## src/rtl/vtg_pkg.sv

```systemverilog
package vtg_pkg;

  localparam int H_W      = 12;
  localparam int V_W      = 10;
  localparam int PX_W     = H_W - 2;
  localparam int NUM_REGS = 11;

  localparam int REG_CTRL    = 0;
  localparam int REG_WIDTH   = 1;
  localparam int REG_IRQLINE = 2;
  localparam int REG_CURLINE = 3;
  localparam int REG_TIMING  = 4;
  localparam int REG_VTOTAL  = 5;
  localparam int REG_HTOTAL  = 6;
  localparam int REG_LEAP    = 7;
  localparam int REG_HWIN    = 8;
  localparam int REG_VWIN    = 9;
  localparam int REG_VBURST  = 10;

  typedef struct packed {
    logic [1:0]      pixSize;
    logic [H_W-1:0]  hPeriod;
    logic [V_W-1:0]  vTotal;
    logic [7:0]      hsyncW;
    logic [7:0]      burstW;
    logic [3:0]      vsyncW;
    logic [PX_W-1:0] burstStart;
    logic [PX_W-1:0] hStart;
    logic [PX_W-1:0] hEnd;
    logic [V_W-1:0]  vStart;
    logic [V_W-1:0]  vEnd;
    logic [V_W-1:0]  vbStart;
    logic [V_W-1:0]  vbEnd;
    logic [V_W-1:0]  intrLine;
  } vtgCfg_t;

  typedef struct packed {
    logic clrIrq;
  } vtgStrobe_t;

  function automatic logic [31:0] regMask(input int idx);
    case (idx)
      REG_CTRL:    return 32'h0001_FFFF;
      REG_WIDTH:   return 32'h0000_0FFF;
      REG_IRQLINE: return 32'h0000_03FF;
      REG_TIMING:  return 32'h3FFF_FFFF;
      REG_VTOTAL:  return 32'h0000_03FF;
      REG_HTOTAL:  return 32'h001F_0FFF;
      REG_LEAP:    return 32'h0FFF_0FFF;
      REG_HWIN, REG_VWIN, REG_VBURST: return 32'h03FF_03FF;
      default:     return 32'h0;
    endcase
  endfunction

  function automatic logic [31:0] regReset(input int idx);
    return (idx == REG_IRQLINE) ? 32'h0000_03FF : 32'h0;
  endfunction

endpackage

```

## src/rtl/vtg_ctrl.sv

```systemverilog
module vtg_ctrl
  import vtg_pkg::*;
#(
  parameter int DATA_W = 32,
  parameter int ADDR_W = 4
) (
  input  logic              clk,
  input  logic              rst,
  input  logic [ADDR_W-1:0] busAddr,
  input  logic              busWrite,
  input  logic [DATA_W-1:0] busWdata,
  output logic [DATA_W-1:0] busRdata,
  input  logic [V_W-1:0]    curLine,
  output vtgCfg_t           cfg,
  output vtgStrobe_t        strb
);

  logic [DATA_W-1:0] regFile [NUM_REGS];

  for (genvar g = 0; g < NUM_REGS; g++) begin : g_reg
    always_ff @(posedge clk) begin
      if (rst)
        regFile[g] <= regReset(g);
      else if (busWrite && busAddr == ADDR_W'(g))
        regFile[g] <= busWdata & regMask(g);
    end
  end

  always_comb begin
    busRdata = '0;
    for (int i = 0; i < NUM_REGS; i++)
      if (busAddr == ADDR_W'(i)) busRdata = regFile[i];
    if (busAddr == ADDR_W'(REG_CURLINE))
      busRdata = DATA_W'(curLine);
  end

  always_comb begin
    cfg.pixSize    = regFile[REG_CTRL][1:0];
    cfg.hPeriod    = regFile[REG_HTOTAL][H_W-1:0];
    cfg.vTotal     = regFile[REG_VTOTAL][V_W-1:0];
    cfg.hsyncW     = regFile[REG_TIMING][7:0];
    cfg.burstW     = regFile[REG_TIMING][15:8];
    cfg.vsyncW     = regFile[REG_TIMING][19:16];
    cfg.burstStart = regFile[REG_TIMING][29:20];
    cfg.hStart     = regFile[REG_HWIN][25:16];
    cfg.hEnd       = regFile[REG_HWIN][9:0];
    cfg.vStart     = regFile[REG_VWIN][25:16];
    cfg.vEnd       = regFile[REG_VWIN][9:0];
    cfg.vbStart    = regFile[REG_VBURST][25:16];
    cfg.vbEnd      = regFile[REG_VBURST][9:0];
    cfg.intrLine   = regFile[REG_IRQLINE][V_W-1:0];
  end

  assign strb.clrIrq = busWrite && (busAddr == ADDR_W'(REG_CURLINE));

endmodule

```

## src/rtl/vtg_datapath.sv

```systemverilog
module vtg_datapath
  import vtg_pkg::*;
(
  input  logic           clk,
  input  logic           rst,
  input  vtgCfg_t        cfg,
  input  vtgStrobe_t     strb,
  output logic [V_W-1:0] curLine,
  output logic           hSync,
  output logic           vSync,
  output logic           burstEn,
  output logic           videoActive,
  output logic           fieldId,
  output logic           lineIrq
);

  logic [H_W-1:0]  hCount, hNext, halfMark, hsEnd;
  logic [H_W:0]    hPlus;
  logic [V_W-1:0]  halfLine, halfNext, curLatch;
  logic [V_W:0]    vPlus;
  logic [PX_W-1:0] pixel;
  logic [PX_W:0]   burstStop;
  logic            lineWrap, advance, vWrap, irqSet, irqFlag, pixOn;
  logic            inHWin, inVWin, inHBurst, inVBurst;

  // horizontal and half-line stepping
  assign hPlus    = {1'b0, hCount} + 1'b1;
  assign lineWrap = hPlus >= {1'b0, cfg.hPeriod};
  assign hNext    = lineWrap ? '0 : hPlus[H_W-1:0];
  assign halfMark = cfg.hPeriod >> 1;
  assign advance  = lineWrap || (hNext == halfMark);
  assign vPlus    = {1'b0, halfLine} + 1'b1;
  assign vWrap    = vPlus >= {1'b0, cfg.vTotal};
  assign halfNext = advance ? (vWrap ? '0 : vPlus[V_W-1:0]) : halfLine;
  assign irqSet   = advance && (halfNext == cfg.intrLine);

  always_ff @(posedge clk) begin
    if (rst) begin
      hCount   <= '0;
      halfLine <= '0;
      curLatch <= '0;
      fieldId  <= 1'b0;
      irqFlag  <= 1'b0;
    end else begin
      hCount   <= hNext;
      halfLine <= halfNext;
      if (lineWrap) curLatch <= halfNext;
      if (advance && vWrap) fieldId <= ~fieldId;
      irqFlag  <= irqSet || (irqFlag && !strb.clrIrq);
    end
  end

  // window decode
  assign pixel     = hCount[H_W-1:2];
  assign hsEnd     = {2'b00, cfg.hsyncW, 2'b00};
  assign burstStop = {1'b0, cfg.burstStart} + {3'b000, cfg.burstW};
  assign pixOn     = cfg.pixSize != 2'd0;
  assign inHWin    = (pixel >= cfg.hStart) && (pixel < cfg.hEnd);
  assign inVWin    = (halfLine >= cfg.vStart) && (halfLine < cfg.vEnd);
  assign inHBurst  = (pixel >= cfg.burstStart) && ({1'b0, pixel} < burstStop);
  assign inVBurst  = (halfLine >= cfg.vbStart) && (halfLine < cfg.vbEnd);

  always_comb begin
    hSync       = pixOn && (hCount < hsEnd);
    vSync       = pixOn && (halfLine < {6'b0, cfg.vsyncW});
    burstEn     = pixOn && inHBurst && inVBurst;
    videoActive = pixOn && inHWin && inVWin;
  end

  assign curLine = curLatch;
  assign lineIrq = irqFlag;

  // between wraps the horizontal counter steps by one
  assert_hstep_R3: assert property (@(posedge clk) disable iff (rst)
    !lineWrap |=> hCount == $past(hCount) + 1'b1);

  // half-line position holds outside advance points
  assert_halfhold_R4: assert property (@(posedge clk) disable iff (rst)
    !advance |=> $stable(halfLine));

  // the field flips only as the half-line counter restarts
  assert_fieldflip_R8: assert property (@(posedge clk) disable iff (rst)
    (fieldId != $past(fieldId)) |-> halfLine == '0);

  // reported line follows the counter at each line start
  assert_linelatch_R8: assert property (@(posedge clk) disable iff (rst)
    lineWrap |=> curLatch == halfLine);

  // a clear strobe without a new match drops the interrupt
  assert_irqclear_R9: assert property (@(posedge clk) disable iff (rst)
    (strb.clrIrq && !irqSet) |=> !lineIrq);

endmodule

```

## src/rtl/raster_timing_gen.sv

```systemverilog
module raster_timing_gen
  import vtg_pkg::*;
#(
  parameter int DATA_W = 32,
  parameter int ADDR_W = 4
) (
  input  logic              clk,
  input  logic              rst,
  input  logic [ADDR_W-1:0] busAddr,
  input  logic              busWrite,
  input  logic [DATA_W-1:0] busWdata,
  output logic [DATA_W-1:0] busRdata,
  output logic              hSync,
  output logic              vSync,
  output logic              burstEn,
  output logic              videoActive,
  output logic              fieldId,
  output logic              lineIrq
);

  vtgCfg_t        cfg;
  vtgStrobe_t     strb;
  logic [V_W-1:0] curLine;

  vtg_ctrl #(.DATA_W(DATA_W), .ADDR_W(ADDR_W)) i_ctrl (
    .clk(clk), .rst(rst), .busAddr(busAddr), .busWrite(busWrite),
    .busWdata(busWdata), .busRdata(busRdata), .curLine(curLine),
    .cfg(cfg), .strb(strb)
  );

  vtg_datapath i_datapath (
    .clk(clk), .rst(rst), .cfg(cfg), .strb(strb), .curLine(curLine),
    .hSync(hSync), .vSync(vSync), .burstEn(burstEn),
    .videoActive(videoActive), .fieldId(fieldId), .lineIrq(lineIrq)
  );

endmodule

```

## config.mk

```make
export PLATFORM = sky130hd
export DESIGN_NAME = raster_timing_gen
export DESIGN_NICKNAME = d
export VERILOG_FILES = /design/src/rtl/vtg_pkg.sv /design/src/rtl/vtg_ctrl.sv /design/src/rtl/vtg_datapath.sv /design/src/rtl/raster_timing_gen.sv
export SDC_FILE = /design/constraint.sdc
export NUM_CORES = 1
export LEC_CHECK = 0
export BUFFER_PORTS_ARGS = -buffer_cell sky130_fd_sc_hd__buf_2
export CAP_MARGIN = 20
export CORE_ASPECT_RATIO = 1.1
export CORE_MARGIN = 2
export CORE_UTILIZATION = 45
export DETAILED_ROUTE_END_ITERATION = 7
export SETUP_SLACK_MARGIN = 0.4
export SYNTH_ARGS = -nofsm -noshare
export SYNTH_HDL_FRONTEND = slang
export SYNTH_SLANG_ARGS = --single-unit
```

## constraint.sdc

```tcl
create_clock -name clk -period 10.2 [get_ports clk]
set_input_delay 2.55 -clock clk [delete_from_list [all_inputs] [get_ports clk]]
set_output_delay 2.55 -clock clk [all_outputs]
set_load 0.01 [all_outputs]
```

==> summary.md <==
| Metric | Value |
|---|---|
| Total CTS buffers | `23` |
| Flop2flop setup slack | `about 4.7 ns` |
| CTS tree | `built` |
| Max cap viols | `0` |
| Critical path endpoint category | `primary output` |
| Cells on worst reg2reg path | `15` |
| Final hold violations | `0` |
| HPWL after detailed placement | `27.5 mm` |
| Int Pwr | `approximately 1500 µW` |
| GR Util met3 | `under 10%` |
| H-tree lvl count | `1` |
| Startpoint type of the worst setup path | `primary input` |
| Pre-antenna DRT Iters | `8` |
| Root buffer cell | `clkbuf_16` |
| Switching share of power | `between 20 and 30%` |
| FILL cells | `~2700` |
| PwrDens | `roughly 140 mW/mm²` |
| Non-Filler Instances | `around 1700` |
| Design area | `0.0146 mm²` |
| Seq/Total Area, Yosys | `46.2%` |
| RSZ-0062 raised after global routing | `false` |
| Synth Area in Compound Gates | `between 10% and 20%` |
| EDFF count, synth | `180` |
| Synth Cell Area | `about 0.013 mm²` |
| IO buf count | `72` |
| Height of the die | `around 180 µm` |
| Multiplexer share of the synthesized area | `less than 1%` |
| Final Core Density | `50.8%` |
| Main combinational cell family by area after synthesis | `simple AND/OR/NAND/NOR gates` |
| Setup TNS | `0 ns` |
| Via/cell ratio | `5.70` |
| R2R Path End | `i_datapath.lineIrq` |
| Critical Path Fanout Max | `slightly above 40` |
| Synth area leaders | `edfxtp_1 41%, ha_1 11%, and2_1 8.1%, dfxtp_1 5.2%, inv_1 3.3%` |
| Synth-to-Final Area Change | `11.0%` |
| Violations in the final reports | `DRC` |
| Crit path from | `busAddr[0]` |
| Status | `finished, violations left` |
| Total net switching power | `roughly 510 µW` |
| DR iter-0 viols | `between 800 and 900` |
| Remaining Overflow, GRT | `0` |
| Min Tclk post-route | `~7.7 ns` |
| Die width | `between 150 and 200 µm` |
| Core Rows | `65` |
| Area after DPL | `approximately 0.014 mm²` |
| I/O pin cnt | `slightly below 80` |
| Initial antenna violation count | `2` |
| Hold Path Origin | `i_datapath.curLine[6]` |
| Number of hold buffers added after CTS | `0` |
| Most numerous cell in the Yosys netlist | `edfxtp_1` |
| Top cell type's share of synthesized area | `about two fifths` |
| Synth Area in Adders | `roughly 11%` |
| Clock sink total | `214` |
| Dpl cells | `between 1500 and 2000` |
| Register bit total from synthesis | `about 210` |
| Lkg Pwr | `0.00655 µW` |
| Final period utilization | `around three quarters` |
| Req. time, crit path | `approximately 7.7 ns` |
| Synth Flop Type | `edfxtp_1` |
| Yosys warns | `0` |
| Max Freq | `about 0.13 GHz` |
| Residual DRC | `4` |
| Clock power share | `38.5%` |
| Final net count | `between 1500 and 2000` |
| Synth unique cells | `68` |
| Initial Util | `~46%` |
| CTS clk-pin slew, worst paths | `0.06 ns` |
| Post-synthesis async set-or-reset flop share | `0%` |
| WL/cell | `between 20 and 25 µm` |
| GR Layer Usage met2 | `a little over two fifths` |
| Layout cell share with drive strength beyond 1 | `around 11%` |
| Fin. max-slew vios | `0` |
| Antenna viol nets, final | `0` |
| Post-synthesis cell count | `between 1000 and 1500` |
| Syn_area_per_cell | `between 10 and 15 µm²` |
| Xor/xnor share of the synthesized area | `about 2.3%` |
| CP arrival | `between 5 and 6 ns` |
| Synth area leader | `edfxtp_1` |
| R2R Path Start | `i_datapath.hCount[3]` |
| Met1 usage | `35.8%` |
| DRT Wirelength | `between 30 and 40 mm` |
| Largest net degree at the start of global routing | `42` |
| Synth Area in Simple Gates | `19.2%` |
| Core region area | `approximately 0.029 mm²` |
| Worst skew pair latency | `a little over 0.5 ns` |
| Max VDD drop | `148 µV` |
| Vias in the first global route | `around 9500` |
| Measured slew at the worst slew-check pin | `between 1 and 1.5 ns` |
| Clk_skew | `0.00801 ns` |
| Crit Path Category | `primary input to primary output` |
| Resize count post-CTS | `0` |
| Bufs on Longest Clock Path | `3` |
| Reg power frac | `51.1%` |
| GRT busiest layer | `met2` |
| Logic gate share of total power | `a little over a tenth` |
| Die area | `0.0307 mm²` |
| Via count | `9889` |
| Synth top cells by count | `180 x edfxtp_1, 171 x and2_1, 118 x ha_1, 115 x inv_1, 67 x a21oi_1` |
| Post-CTS setup buffers | `0` |
| WHS Endpoint | `i_datapath.curLine[6]` |
| First-pass GRT wire length | `58.7 mm` |
| Worst Hold Class | `register to register` |
| Final setup vio count | `0` |
| Hold Crit Depth | `2` |
| RD Place Congestion | `around 0.88` |
| GRT Overall Usage | `roughly a quarter` |
| Max_slew headroom | `roughly 28%` |
[cells in the final DEF (no fill, tap or decap), drive strengths merged, types with 4 or more instances in the layout]
master	count
o211ai	7
xnor2	25
nand2b	25
o22ai	9
nand4	6
a22oi	49
and2	171
o21a	4
buf	93
mux2i	6
nor3	32
dfxtp	34
xor2	9
a31oi	8
o21ai	55
o21bai	6
a22o	6
nand2	49
clkinv	6
clkbuf	35
a21oi	69
ha	118
and3	11
or2	10
or3	5
nor2	47
nor2b	21
and4	4
nor4bb	6
nor4	7
a21o	56
edfxtp	180
inv	115
nand3	35
[metal layers]
layer	vias up	routed length (µm)	part of all wire, %
met5	-	0	0
met4	0	813	2.1
met3	47	2270	5.8
met2	315	18300	47
met1	4765	17600	45
li1	4762	-	-
[cell families (layout without fill, tap and decap cells)]
family,after synthesis,after routing
AND/OR/NAND/NOR,441,441
adder cells (fa/ha/maj),119,119
XOR/XNOR,34,34
buffers and inverters,177,249
other,1,3
AO/OA/AOI/OAI,302,302
multiplexers,6,6
flip-flops,214,214
[worst max-delay path by stage]
stage | end | slack (ns) | cells past startpoint
after floorplan | busRdata[23] | 3.48 | 7
after global placement | busRdata[2] | 2.53 | 6
after detailed placement | busRdata[2] | 2.53 | 6
after CTS | busRdata[2] | 2.53 | 6
after global routing | busRdata[7] | 2.34 | 8
final | busRdata[2] | 2.51 | 6
[critical path: stages]
cell and delay, ns:
buf_2 0.57, nand2b_1 0.34, nor2_1 0.89, a222oi_1 0.36, o2111ai_1 0.22, buf_2 0.18
[power by group through the flow]
stage	clock network [µW]	registers [µW]	logic, µW
after CTS	780	1030	208
after global routing	815	1030	234
final	774	1030	209
after detailed placement	0	1040	206
after floorplan	0	1030	133
after global placement	0	1040	203
[sequential cells by signal, summed over array words and instances, names as in the netlist]
| signal | cells |
|---|---|
| i_datapath.hCount | 12 |
| i_datapath.curLine | 10 |
| i_datapath.fieldId | 1 |
| i_datapath.lineIrq | 1 |
| i_datapath.halfLine | 10 |
| i_ctrl.regFile | 180 |
[per-stage QoR]
step	hold WS, ns	power [µW]	setup slack [ns]
after floorplan	0.432	1160	3.48
after global placement	0.446	1250	2.53
after detailed placement	0.450	1250	2.53
after CTS	0.460	2010	2.53
after global routing	0.477	2080	2.34
final	0.458	2010	2.51
[cell type report]
class / instances / area [µm²] / share of cell area (%)
clock inverters: 6 / 25.0 / 0.171
flip-flops and latches: 214 / 6090 / 41.6
well taps: 368 / 460 / 3.15
multi-input cells: 904 / 6430 / 44.0
clock buffers: 35 / 646 / 4.41
diodes: 1 / 2.50 / 0.0171
repair buffers: 93 / 542 / 3.70
inverters: 115 / 432 / 2.95
(Power assumes the default switching activity.)
